## config.mk

```make
export PLATFORM = sky130hd
export DESIGN_NAME = wdt_keyed
export DESIGN_NICKNAME = d
export VERILOG_FILES = /design/src/rtl/wdt_pkg.sv /design/src/rtl/wdt_counter.sv /design/src/rtl/wdt_compare.sv /design/src/rtl/wdt_regs.sv /design/src/rtl/wdt_keyed.sv
export SDC_FILE = /design/constraint.sdc
export NUM_CORES = 1
export LEC_CHECK = 0
export ABC_AREA = 0
export BUFFER_PORTS_ARGS = -buffer_cell sky130_fd_sc_hd__buf_2
export CAP_MARGIN = 0
export CELL_PAD_IN_SITES_DETAIL_PLACEMENT = 0
export CELL_PAD_IN_SITES_GLOBAL_PLACEMENT = 1
export CORE_ASPECT_RATIO = 0.6
export CORE_MARGIN = 2
export CORE_UTILIZATION = 39
export CTS_CLUSTER_DIAMETER = 200
export DETAILED_ROUTE_END_ITERATION = 10
export PLACE_DENSITY = 0.81
export SLEW_MARGIN = 20
export SYNTH_ARGS = -nofsm -noshare
export SYNTH_HDL_FRONTEND = slang
export SYNTH_SLANG_ARGS = --single-unit
```

## constraint.sdc

```tcl
create_clock -name clk -period 3.8 [get_ports clk]
set_clock_uncertainty 0.1 [all_clocks]
set_input_delay 0.19 -clock clk [delete_from_list [all_inputs] [get_ports clk]]
set_output_delay 0.19 -clock clk [all_outputs]
set_load 0.05 [all_outputs]
```

## src/rtl/wdt_pkg.sv

```systemverilog
package wdt_pkg;

   localparam int unsigned SCALE_W = 4;

   localparam logic [7:0] OFS_CFG  = 8'h00;
   localparam logic [7:0] OFS_CNT  = 8'h08;
   localparam logic [7:0] OFS_SCL  = 8'h10;
   localparam logic [7:0] OFS_FEED = 8'h18;
   localparam logic [7:0] OFS_KEY  = 8'h1C;
   localparam logic [7:0] OFS_THR  = 8'h20;

   localparam int unsigned BIT_RST_EN  = 8;
   localparam int unsigned BIT_ZWRAP   = 9;
   localparam int unsigned BIT_RUN_ALW = 12;
   localparam int unsigned BIT_RUN_AWK = 13;
   localparam int unsigned BIT_PEND    = 28;

   typedef struct packed {
      logic               pend;
      logic               run_awake;
      logic               run_always;
      logic               zero_wrap;
      logic               rst_en;
      logic [SCALE_W-1:0] scale;
   } cfg_t;

   function automatic logic [31:0] cfg_pack(input cfg_t c);
      return {3'b000, c.pend, 14'd0, c.run_awake, c.run_always,
              2'b00, c.zero_wrap, c.rst_en, 4'b0000, c.scale};
   endfunction

endpackage

```

## src/rtl/wdt_counter.sv

```systemverilog
module wdt_counter #(
   parameter int unsigned CNT_W = 31
) (
   input  logic             clk,
   input  logic             rst_n,
   input  logic             tick,
   input  logic             run,
   input  logic             load,
   input  logic [CNT_W-1:0] load_val,
   input  logic             feed,
   input  logic             wrap_clr,
   output logic [CNT_W-1:0] count
);

   logic [CNT_W-1:0] count_q;

   always_ff @(posedge clk) begin
      if (!rst_n) begin
         count_q <= '0;
      end else if (load) begin
         count_q <= load_val;
      end else if (feed || wrap_clr) begin
         count_q <= '0;
      end else if (tick && run) begin
         count_q <= count_q + 1'b1;
      end
   end

   assign count = count_q;

   AST_CNT_STEP: assert property (@(posedge clk) disable iff (!rst_n)
      (!load && !feed && !wrap_clr && tick && run) |=> count_q == CNT_W'($past(count_q) + 1'b1));

   AST_CNT_IDLE: assert property (@(posedge clk) disable iff (!rst_n)
      (!load && !feed && !wrap_clr && !(tick && run)) |=> $stable(count_q));

   AST_WRAP_CLEAR: assert property (@(posedge clk) disable iff (!rst_n)
      (wrap_clr && !load) |=> count_q == '0);

endmodule

```

## src/rtl/wdt_compare.sv

```systemverilog
module wdt_compare #(
   parameter int unsigned CNT_W   = 31,
   parameter int unsigned CMP_W   = 16,
   parameter int unsigned SCALE_W = 4
) (
   input  logic               clk,
   input  logic               rst_n,
   input  logic [CNT_W-1:0]   count,
   input  logic [SCALE_W-1:0] scale,
   input  logic [CMP_W-1:0]   thresh,
   input  logic               rst_en,
   output logic [CMP_W-1:0]   scaled,
   output logic               hit,
   output logic               rst_req
);

   logic [CNT_W-1:0] stg [SCALE_W+1];
   logic             hit_q;

   assign stg[0] = count;

   for (genvar i = 0; i < SCALE_W; i++) begin : g_shift
      assign stg[i+1] = scale[i] ? (stg[i] >> (1 << i)) : stg[i];
   end

   assign scaled  = stg[SCALE_W][CMP_W-1:0];
   assign hit     = (scaled >= thresh);
   assign rst_req = rst_en && hit && !hit_q;

   always_ff @(posedge clk) begin
      if (!rst_n) hit_q <= 1'b0;
      else        hit_q <= hit;
   end

   AST_RST_ONE_CYCLE: assert property (@(posedge clk) disable iff (!rst_n)
      rst_req |=> !rst_req);

endmodule

```

## src/rtl/wdt_regs.sv

```systemverilog
module wdt_regs
   import wdt_pkg::*;
#(
   parameter int unsigned ADDR_W   = 8,
   parameter int unsigned CNT_W    = 31,
   parameter int unsigned CMP_W    = 16,
   parameter logic [31:0] KEY_VAL  = 32'h4B45_5921,
   parameter logic [31:0] FEED_VAL = 32'hFEED_0A11,
   parameter logic [31:0] THR_INIT = 32'h0000_BEEF
) (
   input  logic              clk,
   input  logic              rst_n,
   input  logic              bus_valid,
   input  logic              bus_write,
   input  logic [ADDR_W-1:0] bus_addr,
   input  logic [3:0]        bus_be,
   input  logic [31:0]       bus_wdata,
   output logic [31:0]       bus_rdata,
   input  logic [CNT_W-1:0]  count,
   input  logic [CMP_W-1:0]  scaled,
   input  logic              hit,
   output cfg_t              cfg,
   output logic [CMP_W-1:0]  thresh,
   output logic              cnt_load,
   output logic [CNT_W-1:0]  cnt_load_val,
   output logic              cnt_feed
);

   localparam logic [ADDR_W-1:0] A_CFG  = ADDR_W'(OFS_CFG);
   localparam logic [ADDR_W-1:0] A_CNT  = ADDR_W'(OFS_CNT);
   localparam logic [ADDR_W-1:0] A_SCL  = ADDR_W'(OFS_SCL);
   localparam logic [ADDR_W-1:0] A_FEED = ADDR_W'(OFS_FEED);
   localparam logic [ADDR_W-1:0] A_KEY  = ADDR_W'(OFS_KEY);
   localparam logic [ADDR_W-1:0] A_THR  = ADDR_W'(OFS_THR);

   cfg_t             cfg_q;
   logic [CMP_W-1:0] thr_q;
   logic             unlock_q;

   logic full_word, wr, rd;
   logic sel_cfg, sel_cnt, sel_scl, sel_feed, sel_key, sel_thr;
   logic prot, acc_cfg, acc_cnt, acc_feed, acc_thr, key_ok;

   assign full_word = (bus_be == 4'hF);
   assign wr        = bus_valid && bus_write && full_word;
   assign rd        = bus_valid && !bus_write && full_word;

   assign sel_cfg  = (bus_addr == A_CFG);
   assign sel_cnt  = (bus_addr == A_CNT);
   assign sel_scl  = (bus_addr == A_SCL);
   assign sel_feed = (bus_addr == A_FEED);
   assign sel_key  = (bus_addr == A_KEY);
   assign sel_thr  = (bus_addr == A_THR);

   assign prot     = wr && (sel_cfg || sel_cnt || sel_feed || sel_thr);
   assign acc_cfg  = prot && unlock_q && sel_cfg;
   assign acc_cnt  = prot && unlock_q && sel_cnt;
   assign acc_feed = prot && unlock_q && sel_feed;
   assign acc_thr  = prot && unlock_q && sel_thr;
   assign key_ok   = wr && sel_key && (bus_wdata == KEY_VAL);

   always_ff @(posedge clk) begin
      if (!rst_n) begin
         cfg_q    <= '0;
         thr_q    <= CMP_W'(THR_INIT);
         unlock_q <= 1'b0;
      end else begin
         if (prot)        unlock_q <= 1'b0;
         else if (key_ok) unlock_q <= 1'b1;

         if (acc_cfg) begin
            cfg_q.scale      <= bus_wdata[SCALE_W-1:0];
            cfg_q.rst_en     <= bus_wdata[BIT_RST_EN];
            cfg_q.zero_wrap  <= bus_wdata[BIT_ZWRAP];
            cfg_q.run_always <= bus_wdata[BIT_RUN_ALW];
            cfg_q.run_awake  <= bus_wdata[BIT_RUN_AWK];
         end
         cfg_q.pend <= (acc_cfg ? bus_wdata[BIT_PEND] : cfg_q.pend) | hit;

         if (acc_thr) thr_q <= bus_wdata[CMP_W-1:0];
      end
   end

   assign cfg          = cfg_q;
   assign thresh       = thr_q;
   assign cnt_load     = acc_cnt;
   assign cnt_load_val = bus_wdata[CNT_W-1:0];
   assign cnt_feed     = acc_feed && (bus_wdata == FEED_VAL);

   always_comb begin
      bus_rdata = '0;
      if (rd) begin
         unique case (1'b1)
            sel_cfg: bus_rdata = cfg_pack(cfg_q);
            sel_cnt: bus_rdata = 32'(count);
            sel_scl: bus_rdata = 32'(scaled);
            sel_key: bus_rdata = {31'd0, unlock_q};
            sel_thr: bus_rdata = 32'(thr_q);
            default: bus_rdata = '0;
         endcase
      end
   end

   AST_RELOCK_ON_USE: assert property (@(posedge clk) disable iff (!rst_n)
      prot |=> !unlock_q);

   AST_LOCKED_THR_KEEP: assert property (@(posedge clk) disable iff (!rst_n)
      (prot && !unlock_q && sel_thr) |=> $stable(thr_q));

   AST_PARTIAL_NO_KEY: assert property (@(posedge clk) disable iff (!rst_n)
      (bus_valid && bus_write && !full_word && !unlock_q) |=> !unlock_q);

   AST_PEND_STICKY: assert property (@(posedge clk) disable iff (!rst_n)
      (cfg_q.pend && !acc_cfg) |=> cfg_q.pend);

   AST_HIT_SETS_PEND: assert property (@(posedge clk) disable iff (!rst_n)
      hit |=> cfg_q.pend);

endmodule

```

## src/rtl/wdt_keyed.sv

```systemverilog
module wdt_keyed
   import wdt_pkg::*;
#(
   parameter int unsigned ADDR_W   = 8,
   parameter int unsigned CNT_W    = 31,
   parameter int unsigned CMP_W    = 16,
   parameter logic [31:0] KEY_VAL  = 32'h4B45_5921,
   parameter logic [31:0] FEED_VAL = 32'hFEED_0A11,
   parameter logic [31:0] THR_INIT = 32'h0000_BEEF
) (
   input  logic              clk,
   input  logic              rst_n,
   input  logic              bus_valid,
   input  logic              bus_write,
   input  logic [ADDR_W-1:0] bus_addr,
   input  logic [3:0]        bus_be,
   input  logic [31:0]       bus_wdata,
   output logic [31:0]       bus_rdata,
   input  logic              tick,
   input  logic              core_awake,
   output logic              irq,
   output logic              rst_req
);

   initial begin
      assert (CNT_W <= 31 && CNT_W >= CMP_W)
         else $error("wdt_keyed: CNT_W must lie between CMP_W and 31");
      assert (CMP_W >= 1 && CMP_W <= 16)
         else $error("wdt_keyed: CMP_W must lie between 1 and 16");
      assert (ADDR_W >= 6)
         else $error("wdt_keyed: ADDR_W too small for the register offsets");
   end

   cfg_t             cfg;
   logic [CMP_W-1:0] thresh, scaled;
   logic [CNT_W-1:0] count, cnt_load_val;
   logic             cnt_load, cnt_feed, hit, run;

   wdt_regs #(
      .ADDR_W(ADDR_W), .CNT_W(CNT_W), .CMP_W(CMP_W),
      .KEY_VAL(KEY_VAL), .FEED_VAL(FEED_VAL), .THR_INIT(THR_INIT)
   ) i_regs (
      .clk(clk), .rst_n(rst_n),
      .bus_valid(bus_valid), .bus_write(bus_write), .bus_addr(bus_addr),
      .bus_be(bus_be), .bus_wdata(bus_wdata), .bus_rdata(bus_rdata),
      .count(count), .scaled(scaled), .hit(hit),
      .cfg(cfg), .thresh(thresh),
      .cnt_load(cnt_load), .cnt_load_val(cnt_load_val), .cnt_feed(cnt_feed)
   );

   assign run = cfg.run_always || (cfg.run_awake && core_awake);

   wdt_counter #(.CNT_W(CNT_W)) i_counter (
      .clk(clk), .rst_n(rst_n), .tick(tick), .run(run),
      .load(cnt_load), .load_val(cnt_load_val), .feed(cnt_feed),
      .wrap_clr(hit && cfg.zero_wrap), .count(count)
   );

   wdt_compare #(.CNT_W(CNT_W), .CMP_W(CMP_W), .SCALE_W(SCALE_W)) i_compare (
      .clk(clk), .rst_n(rst_n), .count(count), .scale(cfg.scale),
      .thresh(thresh), .rst_en(cfg.rst_en),
      .scaled(scaled), .hit(hit), .rst_req(rst_req)
   );

   assign irq = cfg.pend;

endmodule

```

==> qor.yml, run 1 <==
outcome: "finished, final reports clean"
initial_utilization: 0.403
cts_inserted_buffers: 9
wire_length_of_the_first_global_routing_pass_um: 34200
synthCells: 685
die_width_um: 158
die_height_um: 96.3
areaGrowthSynthToFinish_pct: 21.5
worst_setup_path_start_kind: "flop"
die_area_um2: 15200
wl_per_cell_um: 23.5
cp-startpoint: "i_regs.cfg[0]"
placed_cells_incl_taps: 941
numPortBuffers: 82
boundaryPins: 84
antenna_violations_before_repair: 0
grt_setup_unrepaired: "no"
avgSynthCellArea_um2: 8.08
setup.worst_path.end_class: "flop"
via_per_inst: 6.39
synth.yosys.seq_area_share: 0.210
fin_crit_ps: 3660
cts.sink_count: 58
final_core_utilization: 0.489
asyncSetResetFlopFracSynth: 0
synth-xor-area-share: 0.0221
finalMaxSlewViolations: 0
slew_headroom: 0.162
yosys_register_bits: 58
synth_fp_nets: 752
tritoncts: "yes"
hold_path_class: "in -> reg"
cts.reportedPaths.clkPinSlew_ps: 60
synthFlopType: "dfxtp_1"
holdCritStartpoint: "bus_wdata[10]"
nets: 830
finalWeightedCongestion: 0.982
clockRootBuffer: "clkbuf_16"
crit_type: "reg -> reg"
clk_latency_ps: 340
power.share.switching: 0.238
dr.first_iter.drc_count: 836
critPathMaxFanout: 18
post_synth_mux_area_share: 0.139
seq_power_share: 0.399
yosys_warnings: 0
number_of_enable_type_register_cells_in_the_synthesized_netlist: 0
clk_path_buf_depth: 2
drt-pass1-iter-count: 5
dpl.hpwl_um: 17200
power.switching_mw: 0.362
stdcell_count: 960
core_area_um2: 13700
mappedNetlistArea_um2: 5540
drv_cap: 0
setup-violations-final: 0
row_count: 33
drt_drc_violations_left: 0
design_power_total_mw: 1.52
crit_path_cell_trace: "clkbuf_16 > buf_6 > mux4_2 > nand2_1 > and3_1 > a21oi_2 > ha_1 > o21ai_0 > a21oi_1 > a311o_2 > o21ai_2 > nand2_4 > o221a_2"
largest_family_of_logic_cells_by_synthesized_area: "simple AND/OR/NAND/NOR gates"
post-route-cell-area_um2: 6730
crit_slowest_cell: "mux4_2"
synth-adder-area-share: 0.0384
globalRouteOverflowTotal: 0
synth_compound_gate_area_share: 0.241
detail-route-antenna-nets: 0
first_global_vias: 5717
arrival_ps: 3780
comb_power_share: 0.058
final.period_utilization: 0.964
place_area_um2: 6310
netlist.top_cell.by_area: "dfxtp_1"
setup_tns_ps: 0
hold_viol_final: 0
vdd_drop_max_mv: 0.170
leak_pwr_nw: 2.71
drive_gt1_frac: 0.299
worst_path_max_stage_delay_ps: 510
groute.usage.overall: 0.304
finalWirelength_um: 22600
synth.top_cells.by_area: "dfxtp_1 (21%), mux4_2 (9.8%), nand2_1 (6.5%)"
yosys.cell_count.top_type: "nand2_1"
htree_levels: 3
tightest_slew_ps: 1260
antenna_cells_inserted: 0
power.internal_mw: 1.16
synth.distinct_cells: 71
power.clock.fraction: 0.543
routed-via-count: 6134
worst-endpoint-required_ps: 3920
maximum_number_of_pins_on_one_net_before_global_route_repair: 43
post_synthesis_simple_gate_area_fraction: 0.274
synth_common_cells: "nand2_1 (96), dfxtp_1 (58), a21oi_1 (46)"
power_density_nw_per_um2: 226
max_freq_mhz: 273
synth_top_cell_area_share: 0.210
worst_r2r_startpoint: "i_regs.cfg[0]"
==> path summary, 6_finish.rpt <==
| path | slack (ps) | depth (start not counted) | endpoint |
|---|---|---|---|
| worst min-delay path | 50 | 3 | i_counter.count[10] |
| worst max register to register | 140 | 13 | i_counter.count[20] |
| worst max-delay path | 140 | 13 | i_counter.count[20] |
| worst min register to register | 370 | 2 | i_regs.cfg[4] |
==> stage by stage <==
| step | setup WS, ps | hold WS, ps |
|---|---|---|
| 4_1_cts | 4.96 | 30.0 |
| 6_report | 138 | 47.8 |
| 2_1_floorplan | 105 | 214 |
| 3_5_place_dp | 31.7 | 364 |
| 3_3_place_gp | 96.4 | 365 |
| 5_1_grt | 0.118 | 32.6 |
==> cell families (layout without fill, tap and decap cells) <==
logic type,count (synthesis),count (layout)
and+or+nand+nor,282,282
AOI/OAI and AO/OA,170,170
buffers and inverters,97,180
DFF,58,58
muxes,46,46
adders and majority gates,17,17
xor gates and xnor gates,14,14
other,1,1
==> area by class of cell <==
type,count,area [µm²]
fill,1334,7020
multi-input combinational,530,4020
sequential,58,1170
timing repair buffer,132,881
clock buffer,11,243
tap,192,240
inverter,32,120
clock inverter,5,53.8
==> timing repair <==
item,4_1_cts,5_1_grt
endpoints found under the setup margin,1,32
pin swaps,0,5
gates cloned,0,2
hold buffers,0,0
resized for setup,2,15
setup buffers,0,1
==> state kept, by name, indices dropped and copies added (netlist names) <==
register,count
i_compare.hit_q,1
i_counter.count,31
i_regs.cfg,9
i_regs.thresh,16
i_regs.unlock_q,1
==> metal layers <==
layer | part of all wire | vias up | track usage
met1 | 0.44 | 2922 | 0.436
met5 | 0 | - | 0
li1 | - | 2752 | -
met4 | 0.013 | 0 | 0.0652
met2 | 0.40 | 432 | 0.421
met3 | 0.15 | 28 | 0.122
==> layout by cell type (no fill, tap or decap), types with 5 or more instances in the layout <==
master / synthesis / final
nand2b_1: 5 / 5
mux4_2: 24 / 24
dfxtp_1: 58 / 56
nand3_1: 21 / 21
clkbuf_16: 0 / 11
o221a_2: 21 / 21
nor4_1: 11 / 10
a21oi_1: 46 / 43
and4b_1: 5 / 5
xnor2_1: 13 / 13
a211oi_1: 15 / 14
mux2i_1: 13 / 13
inv_1: 31 / 31
o21a_1: 5 / 5
nand2_1: 96 / 96
and2_1: 32 / 32
and4_1: 7 / 7
nand4_1: 11 / 11
nor2_1: 39 / 38
buf_2: 15 / 81
buf_4: 2 / 43
o211a_1: 7 / 7
a222oi_1: 13 / 13
mux2_2: 9 / 9
ha_1: 17 / 17
o211ai_1: 14 / 14
and3_1: 7 / 7
nor3_1: 26 / 26
a22oi_1: 6 / 6
==> critical path: cells and delay by family, from the launching register on <==
family / cells / cell delay (ps)
buf+inv: 2 / 310
fa+ha+maj: 1 / 290
simple gates: 3 / 520
flops: 1 / 400
mux: 1 / 510
compound gates: 6 / 1420
==> power by group through the flow <==
stage	logic (mW)	clock network [mW]	registers (mW)
detailed placement	0.0853	0	0.621
CTS	0.0854	0.832	0.608
global route	0.0921	0.858	0.607
floorplan	0.0284	0	0.621
global placement	0.0835	0	0.621
finish	0.0879	0.826	0.608
No activity file was read; power rests on OpenSTA's default activity.
==> run 2: changes to the inputs <==
--- a/config.mk
+++ b/config.mk
@@ -15,7 +15,9 @@
 export CORE_UTILIZATION = 39
 export CTS_CLUSTER_DIAMETER = 200
 export DETAILED_ROUTE_END_ITERATION = 10
+export GPL_ROUTABILITY_DRIVEN = 0
 export PLACE_DENSITY = 0.81
+export SETUP_SLACK_MARGIN = 0.2
 export SLEW_MARGIN = 20
 export SYNTH_ARGS = -nofsm -noshare
 export SYNTH_HDL_FRONTEND = slang
==> run 2 against run 1 <==
- the flow now finishes with violations (setup timing)
- register-to-register slack got worse by 160 ps
- utilization increased by 4.4 points
- clock-buffer cell count fell by 1
- critical path depth grew 1
- global-route usage is 1.3 points higher
- flip-flop and latch count unchanged
- setup slack lost 160 ps
- routed wire length up 6.6%
- total power is 3.1% lower
- via count is 5.7% higher
- maximum frequency fell by 4.2%
==> qor.yml, run 2 (same netlist as run 1, synthesis figures left out) <==
areaGrowthSynthToFinish_pct: 32.4
die_width_um: 158
crit_slowest_cell: "mux4_2"
maximum_number_of_pins_on_one_net_before_global_route_repair: 42
hold_viol_final: 0
worst_setup_path_start_kind: "flop"
max_freq_mhz: 262
cts_inserted_buffers: 9
die_height_um: 96.3
wl_per_cell_um: 24.7
reg2reg_setup_slack_ps: -20
tritoncts: "yes"
globalRouteOverflowTotal: 0
setup-violations-final: 3
outcome: "complete, but fails checks"
vdd_drop_max_mv: 0.165
crit_type: "reg -> reg"
hold_path_class: "in -> reg"
final_core_utilization: 0.533
cts.reportedPaths.clkPinSlew_ps: 60
seq_power_share: 0.412
stdcell_count: 977
placed_cells_incl_taps: 941
finalMaxSlewViolations: 0
antenna_violations_before_repair: 0
crit_path_cell_trace: "buf_12 > buf_16 > mux4_2 > nand2_1 > nand2_2 > a21oi_2 > ha_1 > nand2b_1 > a2111o_1 > a311o_2 > o21a_4 > buf_16 > nor3_1 > o221a_2"
detail-route-antenna-nets: 0
largest_register_ff_count: 31
clockRootBuffer: "clkbuf_16"
post-route-cell-area_um2: 7330
drv_cap: 0
first_global_vias: 5957
clk_path_buf_depth: 2
arrival_ps: 4010
die_area_um2: 15200
fin_crit_ps: 3820
comb_power_share: 0.060
slew_headroom: 0.384
drt-pass1-iter-count: 7
worst_path_max_stage_delay_ps: 510
routed-via-count: 6485
dpl.hpwl_um: 17000
initial_utilization: 0.403
groute.usage.overall: 0.317
drive_gt1_frac: 0.380
leak_pwr_nw: 2.89
antenna_cells_inserted: 0
violations_in_the_final_reports: "setup timing"
clk_latency_ps: 350
setup.worst_path.end_class: "flop"
holdCritStartpoint: "bus_wdata[2]"
via_per_inst: 6.64
setup_tns_ps: -42.8
crit_path_frequent_cell: "buf_16"
tightest_slew_ps: 921
power.clock.fraction: 0.528
critPathMaxFanout: 15
wire_length_of_the_first_global_routing_pass_um: 35600
place_area_um2: 6310
power.internal_mw: 1.09
grt_setup_unrepaired: "yes"
fill_cells: 1258
nets: 847
power_density_nw_per_um2: 201
ff2ff_path_depth: 14
cts.sink_count: 58
numPortBuffers: 82
post-route-worst-setup-slack_ps: -21.6
dr.first_iter.drc_count: 1030
worst-endpoint-required_ps: 3990
crit-reg2reg-capture: "i_counter.count[13]"
row_count: 33
power.switching_mw: 0.380
finalWirelength_um: 24100
core_area_um2: 13700
final.period_utilization: 1.01
htree_levels: 3
worst_r2r_startpoint: "i_regs.cfg[0]"
hold_depth: 3
drt_drc_violations_left: 0
power.share.switching: 0.257
boundaryPins: 84
layout.cells.most_common_list: "nand2_1 (93), buf_2 (81), dfxtp_1 (57)"
layout_commonest_cell: "nand2_1"
timing.hold.worst_endpoint: "i_regs.cfg[2]"
[run 2: changes by cell type in the layout (fill, tap and decap cells not counted), sizes merged]
cell / delta
clkinv: -2
inv: +1
buf: +17
clkinvlp: +3
bufinv: -1
clkbuf: -1
[run 2: per-layer routing]
| layer | wire (µm) | part of all wire | global-route usage | up-vias |
|---|---|---|---|---|
| met1 | 10200 | 0.42 | 0.451 | 3132 |
| met5 | 0 | 0 | 0 | - |
| met3 | 3760 | 0.16 | 0.125 | 56 |
| met4 | 577 | 0.024 | 0.0871 | 0 |
| met2 | 9520 | 0.40 | 0.438 | 503 |
| li1 | - | - | - | 2794 |
[run 2: how the worst max path moves through the flow]
stage	start	end	slack [ps]	depth (start not counted)
after floorplan	i_regs.cfg[0]	i_counter.count[17]	210	13
after global placement	i_regs.cfg[0]	i_counter.count[27]	40	13
after detailed placement	i_regs.cfg[0]	i_counter.count[24]	-20	13
after CTS	i_regs.cfg[0]	rst_req	120	12
after global routing	i_regs.cfg[0]	i_counter.count[8]	-90	16
final	i_regs.cfg[0]	i_counter.count[13]	-20	14
[run 2: final cells by class]
cell class / count / area, µm² / share of cell area
clock buffer: 10 / 239 / 0.0326
multi-input combinational: 530 / 4390 / 0.598
timing repair buffer: 149 / 1140 / 0.156
clock inverter: 6 / 41.3 / 0.00563
tap: 192 / 240 / 0.0328
sequential: 58 / 1160 / 0.159
inverter: 32 / 120 / 0.0164
[run 2: what timing repair did]
action                                  4_1_cts  5_1_grt
hold buffers                                  0        0
pin swaps                                    16       37
cloned                                        4        2
buffers inserted                             10        4
endpoints found under the setup margin       29       32
resized for setup                            44       47
hold endpoints to repair                      0        0
[run 2: through the flow]
| step | total power [mW] | setup WS [ps] | hold slack (ps) |
|---|---|---|---|
| 5_1_grt | 1.50 | -86.0 | 45.8 |
| 4_1_cts | 1.47 | 122 | 32.5 |
| 3_5_place_dp | 0.706 | -18.0 | 364 |
| 6_report | 1.47 | -21.6 | 43.2 |
| 2_1_floorplan | 0.650 | 208 | 214 |
| 3_3_place_gp | 0.703 | 36.7 | 365 |
[run 2: power by group through the flow]
stage / combinational (mW) / clock (mW) / sequential [mW]
final: 0.0878 / 0.779 / 0.607
after detailed placement: 0.0842 / 0 / 0.621
after global placement: 0.0816 / 0 / 0.621
after CTS: 0.0842 / 0.775 / 0.608
after floorplan: 0.0284 / 0 / 0.621
after global routing: 0.0907 / 0.800 / 0.607
[run 2: critical path, delay by kind of cell, from the launching register on]
family | cells | cell delay (ps)
buffers and inverters | 3 | 410
AND/OR/NAND/NOR | 4 | 590
AO/OA/AOI/OAI | 5 | 1490
multiplexers | 1 | 510
adder cells (fa/ha/maj) | 1 | 240
flip-flops | 1 | 400
==> run 3: changes to the inputs <==
--- a/config.mk
+++ b/config.mk
@@ -17,6 +17,7 @@
 export DETAILED_ROUTE_END_ITERATION = 10
 export GPL_ROUTABILITY_DRIVEN = 0
 export PLACE_DENSITY = 0.81
+export RECOVER_POWER = 50
 export SETUP_SLACK_MARGIN = 0.2
 export SLEW_MARGIN = 20
 export SYNTH_ARGS = -nofsm -noshare
==> run 3 against run 2 <==
- the run still ends with setup timing left
- via count decreased by 1.0%
- register-to-register slack hardly changed
- routed wire length rose by 0.22%
- non-clock buffer count unchanged
- sequential share of layout area up 0.079 points
- hold slack lost 0.74 ps
==> qor.yml, run 3 (same netlist as run 1, synthesis figures left out) <==
wl_per_cell_um: 24.7
detail-route-antenna-nets: 0
max_freq_mhz: 261
setup_tns_ps: -68.1
cp-startpoint: "i_regs.cfg[0]"
power_density_nw_per_um2: 202
reg2reg_setup_slack_ps: -30
first_global_vias: 5957
row_count: 33
globalRouteOverflowTotal: 0
initial_utilization: 0.403
via_per_inst: 6.57
cts_inserted_buffers: 9
wire_length_of_the_first_global_routing_pass_um: 35600
cts.sink_count: 58
crit_type: "reg -> reg"
die_width_um: 158
layout_commonest_cell: "nand2_1"
die_area_um2: 15200
cts.reportedPaths.clkPinSlew_ps: 60
holdCritStartpoint: "bus_wdata[2]"
areaGrowthSynthToFinish_pct: 31.8
stdcell_count: 977
tightest_slew_ps: 904
ctsHoldBuffers: 0
violations_in_the_final_reports: "setup timing"
fin_crit_ps: 3830
dr.first_iter.drc_count: 1078
worst-endpoint-required_ps: 3990
htree_levels: 3
hold_depth: 3
grt_setup_unrepaired: "yes"
tritoncts: "yes"
hold_path_class: "in -> reg"
nets: 847
routed-via-count: 6418
placement.setup.worst_slack_ps: -18.0
ff2ff_path_depth: 14
fill_cells: 1265
clk_path_buf_depth: 2
finalHoldWorstSlack_ps: 42.4
drt-pass1-iter-count: 6
core_area_um2: 13700
post-route-worst-setup-slack_ps: -27.3
clockRootBuffer: "clkbuf_16"
antenna_cells_inserted: 0
outcome: "complete, but fails checks"
dpl.hpwl_um: 17000
crit-reg2reg-capture: "i_counter.count[13]"
placed_cells_incl_taps: 941
maximum_number_of_pins_on_one_net_before_global_route_repair: 42
finalMaxSlewViolations: 0
hold_viol_final: 0
drt_drc_violations_left: 0
vdd_drop_max_mv: 0.164
worst_setup_path_start_kind: "flop"
multi_input_comb_area_um2: 4360
die_height_um: 96.3
groute.usage.overall: 0.317
final.period_utilization: 1.01
critPathMaxFanout: 15
leak_pwr_nw: 2.82
numPortBuffers: 82
clk_latency_ps: 350
boundaryPins: 84
setup-violations-final: 4
largest_register_ff_count: 31
timing.hold.worst_endpoint: "i_regs.cfg[2]"
arrival_ps: 4020
ff_latch_area_um2: 1160
drv_cap: 0
final_core_utilization: 0.531
layout.cells.most_common_list: "nand2_1 (93), buf_2 (74), dfxtp_1 (57)"
drive_gt1_frac: 0.366
antenna_violations_before_repair: 0
slew_headroom: 0.395
finalWirelength_um: 24200
worst_r2r_startpoint: "i_regs.cfg[0]"
setup.worst_path.end_class: "flop"
[run 3: cell types whose count changed in the layout (fill, tap and decap cells not counted), moves of 2 or more]
cell	delta
clkbuf_1	+8
and2_1	-2
and2_0	+2
buf_2	-7
[run 3: where the power goes]
part	internal, mW	total (mW)	switching, mW
clock network	0.458	0.779	0.321
registers	0.607	0.607	0.00000000000000249
logic	0.0283	0.0866	0.0583
[run 3: layout make-up]
type	count	share of cell area
Clock buffer	10	0.0328
Clock inverter	6	0.00566
Inverter	32	0.0165
Multi-Input combinational cell	530	0.598
Sequential cell	58	0.160
Tap cell	192	0.0329
Timing Repair Buffer	149	0.155
[run 3: through the flow]
step / power, mW / instance area [µm²]
CTS: 1.47 / 6960
finish: 1.47 / 7300
detailed placement: 0.706 / 6310
global placement: 0.703 / 6310
global route: 1.50 / 7300
floorplan: 0.650 / 5550
[run 3: worst max-delay path, stage by stage, from the launching register on]
cell and delay [ps]:
dfxtp_4 400, buf_12 110, buf_16 110, mux4_2 510, nand2_1 110, nand2_2 80
a21oi_2 170, ha_1 240, nand2b_1 160, a2111o_1 370, a311o_2 440, o21a_4 290
buf_16 190, nor3_1 240, o221a_2 220
[run 3: worst max path at each step]
stage	endpoint	slack, ps	cells after the start
6_report	i_counter.count[13]	-30	14
5_1_grt	i_counter.count[8]	-90	16
4_1_cts	rst_req	120	12
3_5_place_dp	i_counter.count[24]	-20	13
3_3_place_gp	i_counter.count[27]	40	13
2_1_floorplan	i_counter.count[17]	210	13
[run 3: metal layers]
layer | GRT usage | up-vias | share of wire
li1 | - | 2793 | -
met1 | 0.451 | 3034 | 0.42
met2 | 0.438 | 525 | 0.39
met3 | 0.125 | 66 | 0.16
met4 | 0.0871 | 0 | 0.025
met5 | 0 | - | 0
[run 3: timing repair]
| action | in CTS | in global routing |
|---|---|---|
| pin swaps | 16 | 37 |
| resized for setup | 44 | 47 |
| setup endpoints to repair | 29 | 32 |
| buffers inserted | 10 | 4 |
| gates cloned | 4 | 2 |
